<file path="config.mk">
export PLATFORM = sky130hd
export DESIGN_NAME = wms_accum
export DESIGN_NICKNAME = d
export VERILOG_FILES = /design/src/rtl/wms_pkg.sv /design/src/rtl/wms_coef_ram.sv /design/src/rtl/wms_seq.sv /design/src/rtl/wms_mac.sv /design/src/rtl/wms_accum.sv
export SDC_FILE = /design/constraint.sdc
export NUM_CORES = 2
export LEC_CHECK = 0
export BUFFER_PORTS_ARGS = -buffer_cell sky130_fd_sc_hd__buf_2
export CORE_ASPECT_RATIO = 1.5
export CORE_MARGIN = 1
export CORE_UTILIZATION = 60
export CTS_BUF_LIST = sky130_fd_sc_hd__clkbuf_8
export DETAILED_ROUTE_END_ITERATION = 10
export PLACE_DENSITY = 0.76
export SYNTH_ARGS = -nofsm -noshare
export SYNTH_HDL_FRONTEND = slang
export SYNTH_SLANG_ARGS = --single-unit
export TNS_END_PERCENT = 100
</file>
<file path="constraint.sdc">
create_clock -name clk -period 15.9 [get_ports clk]
set_clock_uncertainty 0.15 [all_clocks]
set_input_delay 2.385 -clock clk [delete_from_list [all_inputs] [get_ports clk]]
set_output_delay 2.385 -clock clk [all_outputs]
set_load 0.02 [all_outputs]
</file>
<file path="src/rtl/wms_pkg.sv">
package wms_pkg;

  typedef enum logic [1:0] {
    SEQ_IDLE  = 2'd0,
    SEQ_RUN   = 2'd1,
    SEQ_DRAIN = 2'd2
  } seq_state_t;

  // Ceiling of 2^sh / n, used as the fixed-point reciprocal for the 1/N scale.
  function automatic logic [63:0] recip_ceil(input int n, input int sh);
    logic [63:0] one_sh;
    one_sh = 64'd1 << sh;
    return (one_sh + 64'(n) - 64'd1) / 64'(n);
  endfunction

endpackage

</file>
<file path="src/rtl/wms_coef_ram.sv">
module wms_coef_ram #(
  parameter int DEPTH = 200,
  parameter int AW    = 8,
  parameter int DW    = 8
) (
  input  logic          clk,
  input  logic          rst,
  input  logic          we,
  input  logic [AW-1:0] waddr,
  input  logic [DW-1:0] wdata,
  input  logic [AW-1:0] raddr,
  output logic [DW-1:0] rdata
);

  localparam logic [AW-1:0] TOP_ADDR = AW'(DEPTH - 1);

  logic [DW-1:0] mem [DEPTH];

  // Plain write-then-registered-read shape so a block RAM can be inferred.
  always_ff @(posedge clk) begin
    if (we) mem[waddr] <= wdata;
    rdata <= mem[raddr];
  end

  // Input assumption: table writes stay inside the table.
  assert_coef_addr_R5: assert property (@(posedge clk) disable iff (rst)
    we |-> waddr <= TOP_ADDR);

endmodule

</file>
<file path="src/rtl/wms_seq.sv">
module wms_seq
  import wms_pkg::*;
#(
  parameter int SEG_LEN   = 200,
  parameter int BUF_DEPTH = 800,
  parameter int AW        = 10,
  parameter int CAW       = 8
) (
  input  logic           clk,
  input  logic           rst,
  input  logic           start_i,
  input  logic [AW-1:0]  base_l_i,
  input  logic [AW-1:0]  base_r_i,
  input  logic           fin_i,
  output logic           busy_o,
  output logic           clear_o,
  output logic           rd_en_o,
  output logic [AW-1:0]  rd_addr_o,
  output logic [CAW-1:0] widx_o,
  output logic           last_o
);

  localparam int              IW        = $clog2(2 * SEG_LEN + 1);
  localparam logic [IW-1:0]   TWO_N     = IW'(2 * SEG_LEN);
  localparam logic [IW-1:0]   LAST_IDX  = IW'(2 * SEG_LEN - 1);
  localparam logic [IW-1:0]   HALF      = IW'(SEG_LEN);
  localparam logic [AW-1:0]   LAST_ADDR = AW'(BUF_DEPTH - 1);
  localparam logic [CAW-1:0]  W_TOP     = CAW'(SEG_LEN - 1);

  seq_state_t    state_q;
  logic [IW-1:0] idx_q;
  logic [AW-1:0] base_r_q;
  logic          accept;
  logic [AW-1:0] addr_inc;

  assign accept   = start_i && (state_q == SEQ_IDLE);
  assign clear_o  = accept;
  assign busy_o   = (state_q != SEQ_IDLE);
  assign addr_inc = (rd_addr_o == LAST_ADDR) ? '0 : rd_addr_o + 1'b1;

  always_ff @(posedge clk) begin
    if (rst) begin
      state_q   <= SEQ_IDLE;
      idx_q     <= '0;
      base_r_q  <= '0;
      rd_en_o   <= 1'b0;
      rd_addr_o <= '0;
      widx_o    <= '0;
      last_o    <= 1'b0;
    end else begin
      case (state_q)
        SEQ_IDLE: begin
          rd_en_o <= 1'b0;
          last_o  <= 1'b0;
          if (accept) begin
            base_r_q  <= base_r_i;
            rd_addr_o <= base_l_i;
            widx_o    <= W_TOP;
            rd_en_o   <= 1'b1;
            idx_q     <= IW'(1);
            state_q   <= SEQ_RUN;
          end
        end
        SEQ_RUN: begin
          if (idx_q == TWO_N) begin
            rd_en_o <= 1'b0;
            last_o  <= 1'b0;
            state_q <= SEQ_DRAIN;
          end else begin
            rd_en_o <= 1'b1;
            last_o  <= (idx_q == LAST_IDX);
            idx_q   <= idx_q + 1'b1;
            if (idx_q == HALF) begin
              rd_addr_o <= base_r_q;
              widx_o    <= '0;
            end else if (idx_q < HALF) begin
              rd_addr_o <= addr_inc;
              widx_o    <= widx_o - 1'b1;
            end else begin
              rd_addr_o <= addr_inc;
              widx_o    <= widx_o + 1'b1;
            end
          end
        end
        SEQ_DRAIN: begin
          if (fin_i) state_q <= SEQ_IDLE;
        end
        default: state_q <= SEQ_IDLE;
      endcase
    end
  end

  // Input assumption: bases handed over with an accepted start lie in the ring.
  assert_base_in_ring_R7: assert property (@(posedge clk) disable iff (rst)
    accept |-> (base_l_i <= LAST_ADDR) && (base_r_i <= LAST_ADDR));

  assert_addr_wraps_R7: assert property (@(posedge clk) disable iff (rst)
    rd_en_o |-> rd_addr_o <= LAST_ADDR);

  assert_widx_range_R2: assert property (@(posedge clk) disable iff (rst)
    rd_en_o |-> widx_o <= W_TOP);

  assert_ignore_start_R8: assert property (@(posedge clk) disable iff (rst)
    (busy_o && start_i) |=> $stable(base_r_q));

  assert_last_once_R6: assert property (@(posedge clk) disable iff (rst)
    last_o |=> !last_o);

endmodule

</file>
<file path="src/rtl/wms_mac.sv">
module wms_mac #(
  parameter int          SAMP_W      = 16,
  parameter int          COEF_W      = 8,
  parameter int          ACC_W       = 64,
  parameter int          SCALE_SHIFT = 32,
  parameter logic [63:0] RECIP       = 64'd21474837
) (
  input  logic                     clk,
  input  logic                     rst,
  input  logic                     clear_i,
  input  logic                     issue_v_i,
  input  logic                     issue_last_i,
  input  logic signed [SAMP_W-1:0] sample_i,
  input  logic [COEF_W-1:0]        coef_i,
  output logic                     fin_o,
  output logic [ACC_W-1:0]         result_o,
  output logic                     result_valid_o
);

  localparam int SQ_W  = 2 * SAMP_W;
  localparam int PR_W  = SQ_W + COEF_W;
  localparam int RC_W  = SCALE_SHIFT + 1;
  localparam int WD_W  = ACC_W + RC_W;
  localparam logic [RC_W-1:0] RECIP_K = RC_W'(RECIP);

  logic                   v1_q, last1_q;
  logic                   v2_q, last2_q;
  logic signed [SQ_W-1:0] sq_s;
  logic [PR_W-1:0]        term;
  logic [PR_W-1:0]        prod_q;
  logic [ACC_W-1:0]       acc_q;
  logic [WD_W-1:0]        wide;
  logic [WD_W-1:0]        shifted;

  // Square in signed arithmetic, then weight the non-negative square.
  assign sq_s    = SQ_W'(sample_i) * SQ_W'(sample_i);
  assign term    = PR_W'($unsigned(sq_s)) * PR_W'(coef_i);
  assign wide    = WD_W'(acc_q) * WD_W'(RECIP_K);
  assign shifted = wide >> SCALE_SHIFT;

  always_ff @(posedge clk) begin
    if (rst) begin
      v1_q <= 1'b0; last1_q <= 1'b0;
      v2_q <= 1'b0; last2_q <= 1'b0;
      prod_q <= '0;
      acc_q  <= '0;
      fin_o  <= 1'b0;
      result_o       <= '0;
      result_valid_o <= 1'b0;
    end else begin
      // Stage 1: sample and weight come back from their RAMs.
      v1_q    <= issue_v_i;
      last1_q <= issue_v_i && issue_last_i;
      // Stage 2: weighted square.
      v2_q    <= v1_q;
      last2_q <= last1_q;
      if (v1_q) prod_q <= term;
      // Stage 3: accumulate.
      if (clear_i)   acc_q <= '0;
      else if (v2_q) acc_q <= acc_q + ACC_W'(prod_q);
      fin_o <= last2_q;
      // Stage 4: scale by 1/N.
      result_valid_o <= fin_o;
      if (fin_o) result_o <= shifted[ACC_W-1:0];
    end
  end

  assert_acc_clear_R9: assert property (@(posedge clk) disable iff (rst)
    clear_i |=> acc_q == '0);

  assert_no_overflow_R4: assert property (@(posedge clk) disable iff (rst)
    (v2_q && !clear_i) |=> acc_q >= $past(acc_q));

  assert_scale_fits_R4: assert property (@(posedge clk) disable iff (rst)
    fin_o |-> shifted[WD_W-1:ACC_W] == '0);

  assert_valid_pulse_R6: assert property (@(posedge clk) disable iff (rst)
    result_valid_o |=> !result_valid_o);

  assert_valid_after_fin_R6: assert property (@(posedge clk) disable iff (rst)
    result_valid_o |-> $past(fin_o));

endmodule

</file>
<file path="src/rtl/wms_accum.sv">
module wms_accum
  import wms_pkg::*;
#(
  parameter int SEG_LEN     = 200,
  parameter int BUF_DEPTH   = 800,
  parameter int SAMP_W      = 16,
  parameter int COEF_W      = 8,
  parameter int ACC_W       = 64,
  parameter int SCALE_SHIFT = 32,
  localparam int AW  = $clog2(BUF_DEPTH),
  localparam int CAW = $clog2(SEG_LEN)
) (
  input  logic                     clk,
  input  logic                     rst,
  input  logic                     start,
  input  logic [AW-1:0]            base_left,
  input  logic [AW-1:0]            base_right,
  output logic                     busy,
  output logic                     rd_en,
  output logic [AW-1:0]            rd_addr,
  input  logic signed [SAMP_W-1:0] rd_data,
  input  logic                     coef_we,
  input  logic [CAW-1:0]           coef_addr,
  input  logic [COEF_W-1:0]        coef_wdata,
  output logic [ACC_W-1:0]         result,
  output logic                     result_valid
);

  localparam logic [63:0] RECIP = recip_ceil(SEG_LEN, SCALE_SHIFT);

  logic             clear;
  logic             fin;
  logic             issue_last;
  logic [CAW-1:0]   widx;
  logic [COEF_W-1:0] coef_q;

  wms_coef_ram #(
    .DEPTH (SEG_LEN),
    .AW    (CAW),
    .DW    (COEF_W)
  ) u_table (
    .clk   (clk),
    .rst   (rst),
    .we    (coef_we),
    .waddr (coef_addr),
    .wdata (coef_wdata),
    .raddr (widx),
    .rdata (coef_q)
  );

  wms_seq #(
    .SEG_LEN   (SEG_LEN),
    .BUF_DEPTH (BUF_DEPTH),
    .AW        (AW),
    .CAW       (CAW)
  ) u_seq (
    .clk       (clk),
    .rst       (rst),
    .start_i   (start),
    .base_l_i  (base_left),
    .base_r_i  (base_right),
    .fin_i     (fin),
    .busy_o    (busy),
    .clear_o   (clear),
    .rd_en_o   (rd_en),
    .rd_addr_o (rd_addr),
    .widx_o    (widx),
    .last_o    (issue_last)
  );

  wms_mac #(
    .SAMP_W      (SAMP_W),
    .COEF_W      (COEF_W),
    .ACC_W       (ACC_W),
    .SCALE_SHIFT (SCALE_SHIFT),
    .RECIP       (RECIP)
  ) u_mac (
    .clk            (clk),
    .rst            (rst),
    .clear_i        (clear),
    .issue_v_i      (rd_en),
    .issue_last_i   (issue_last),
    .sample_i       (rd_data),
    .coef_i         (coef_q),
    .fin_o          (fin),
    .result_o       (result),
    .result_valid_o (result_valid)
  );

  assert_idle_at_result_R6: assert property (@(posedge clk) disable iff (rst)
    result_valid |-> !busy);

  assert_read_only_busy_R6: assert property (@(posedge clk) disable iff (rst)
    rd_en |-> busy);

endmodule

</file>
==> flow_summary.json <==
{
  "grt-ovfl-total": 0,
  "wl_per_cell_um": 26.1,
  "syn_avg_cell_area_um2": 14.2,
  "worstSetupStartpoint": "rd_data[8]",
  "clk_pin_slew_ns": 0.06,
  "yosysUniqueCellTypes": 96,
  "insertion_delay_ns": 0.99,
  "path_delay_family": "adder cells",
  "max_freq_mhz": 80.5,
  "synth_adder_area_share_pct": 26.9,
  "synth-simple-area-share_pct": 5.60,
  "synth_async_sr_flop_share_pct": 0,
  "ys.flop_type": "edfxtp_1",
  "maxCapViolCount": 0,
  "cts_max_path_buffers": 4,
  "cp_slowest_stage_delay_ns": 0.57,
  "synth-compound-area-share_pct": 4.01,
  "die_h_um": 537,
  "required_ns": 16.64,
  "clockRootBuffer": "clkbuf_8",
  "drv_slew": 0,
  "crit_path_end": "u_mac.prod_q[39]",
  "grt_use_total_pct": 30.4,
  "postCtsHoldBufs": 0,
  "synth_top_family_by_area": "adder cells",
  "ant_nets": 0,
  "yosysWarnings": 0,
  "area_delta_synth_final_pct": 7.12,
  "drive_gt1_share_pct": 13.1,
  "crit_buf_inv": 10,
  "startpoint_type": "input port",
  "nNetsFinal": 10132,
  "end_kind": "flip-flop",
  "drt_iter0_drc": 5365,
  "setup_viol": 0,
  "r2r-start": "u_mac.acc_q[30]",
  "synth_xor_area_share_pct": 1.53,
  "initial_core_util_pct": 60.3,
  "row_count": 196,
  "drcViolationCount": 0,
  "cts_tree": "yes",
  "vias": 66516,
  "setup-tns-final_ns": 0,
  "holdCritPathClass": "reg2reg",
  "gp_congestion": 0.959,
  "cts.htree.levels": 5,
  "worst_pin_slew_ns": 1.27,
  "dr.pass1.iters": 6,
  "tritoncts.num_buffers": 284,
  "min_period_ns": 12.43,
  "cts_resized": 0,
  "grt_max_degree": 148,
  "grt_pass1_wl_um": 432000,
  "coreArea_um2": 190000,
  "ff2ff_setup_slack_ns": 7.52,
  "hold_violations": 0,
  "die_w_um": 359,
  "finalWirelength_um": 285000,
  "rsz0062_at_grt": "false",
  "period_share_pct": 78.2,
  "crit_top_cell": "fa_1",
  "r2r_end": "u_mac.result_o[49]",
  "seq_area_frac_synth_pct": 45.7,
  "grt_pass1_vias": 71315,
  "ys_ff_latch": 1816,
  "dieArea_um2": 193000,
  "cp.depth": 41,
  "synth_edf_count": 1600,
  "status": "complete, no violations",
  "hpwl_um": 211000,
  "maxSlewHeadroom_pct": 14.8,
  "vias_per_cell": 6.09,
  "cp.arrival_ns": 13.17,
  "worst-path-max-fanout": 17,
  "antenna_found_initial": 6,
  "synthMuxAreaShare_pct": 11.1,
  "cts.sinks": 1816,
  "netlist_instances": 8071,
  "r2r_cells": 21,
  "netlist_area_um2": 115000,
  "cpMaxStageDelayCell": "fa_1",
  "crit_type": "in2reg",
  "post-cts-setup-buffer-count": 0,
  "ioPinCount": 133,
  "port_buffers": 125
}
## cell usage after synthesis (all sizes together), types with 125 or more instances
cell type | n | area, µm²
nor2 | 462 | 1740
ha | 751 | 9400
fa | 1069 | 21400
dfxtp | 216 | 4320
edfxtp | 1600 | 48000
mux4 | 520 | 11700
a21oi | 223 | 1140
o21ai | 134 | 674
clkbuf | 205 | 769
xnor2 | 125 | 1100
nand2 | 377 | 1420
inv | 1261 | 4730
and2 | 227 | 1420
## sequential cells by signal, indices dropped and copies added (netlist names), 2 cells and up
register and flops:
u_mac.result_o 57, u_table.rdata 8, u_seq.idx_q 9, u_mac.prod_q 40, u_table.mem 1600, u_seq.rd_addr_o 10, u_seq.state_q 2, u_mac.acc_q 64
u_seq.widx_o 8, u_seq.base_r_q 10
## through the flow
stage	area, µm²	hold WS, ns	utilization, %	instances	worst slack [ns]
3_5_place_dp	118000	0.278	62.0	10445	2.45
3_3_place_gp	118000	0.280	62.0	10445	2.64
2_1_floorplan	115000	0.264	-	8077	3.42
6_report	123000	0.296	64.6	10919	3.47
4_1_cts	123000	0.297	64.6	10915	3.51
5_1_grt	123000	0.310	64.6	10917	2.88
## per-layer routing
layer  vias to the layer above  track usage [%]  routed length, µm
met3                       746             4.94              18400
met4                         4             16.4              17400
li1                      28623                -                  -
met1                     34453             36.1             100000
met2                      2690             52.9             149000
met5                         -                0                 31
## cell usage in the layout (no fill, tap or decap), drive strengths merged, types with 181 or more instances in the layout
cell type and instances:
ha 751, edfxtp 1600, clkbuf 302, dfxtp 216, mux4 520, nor2 462
and2 227, a21oi 223, fa 1069, inv 1340, nand2 377, buf 181
## cell families after synthesis
| kind of cell | count (synthesis) |
|---|---|
| adder cells (fa/ha/maj) | 1820 |
| flip-flops | 1816 |
| buffers and inverters | 1549 |
| AND/OR/NAND/NOR | 1366 |
| AO/OA/AOI/OAI | 702 |
| multiplexers | 618 |
| XOR/XNOR | 199 |
| other | 1 |
## worst min-delay path by stage
stage | start | end | slack [ns] | cells past startpoint
finish | u_mac.result_o[36] | u_mac.result_o[36] | 0.30 | 2
CTS | u_mac.result_o[36] | u_mac.result_o[36] | 0.30 | 2
global placement | u_mac.last2_q | u_mac.fin_o | 0.28 | 1
detailed placement | u_mac.last2_q | u_mac.fin_o | 0.28 | 1
floorplan | u_mac.last2_q | u_mac.fin_o | 0.26 | 1
global route | u_mac.last2_q | u_mac.fin_o | 0.31 | 1
## worst reg2reg max path: cells and delay by family (launching register included)
kind / cells / cell delay, ns
AOI/OAI and AO/OA: 8 / 2.38
adders and majority gates: 8 / 3.84
DFF: 1 / 0.88
buffers and inverters: 2 / 0.15
and+or+nand+nor: 2 / 0.69
xor gates and xnor gates: 1 / 0.18
## cell type report
type                            count  area, µm²
Antenna cell                        4       10.0
Clock buffer                      302       4160
Clock inverter                    168        897
Fill cell                       13479      67100
Inverter                         1261       4730
Multi-Input combinational cell   4712      56300
Sequential cell                  1816      52400
Tap cell                         2475       3100
Timing Repair Buffer              181       1140
Power is left out: the tool's default activity adds up to more than one toggle a clock period on the data nets, which glitch-free logic cannot reach.
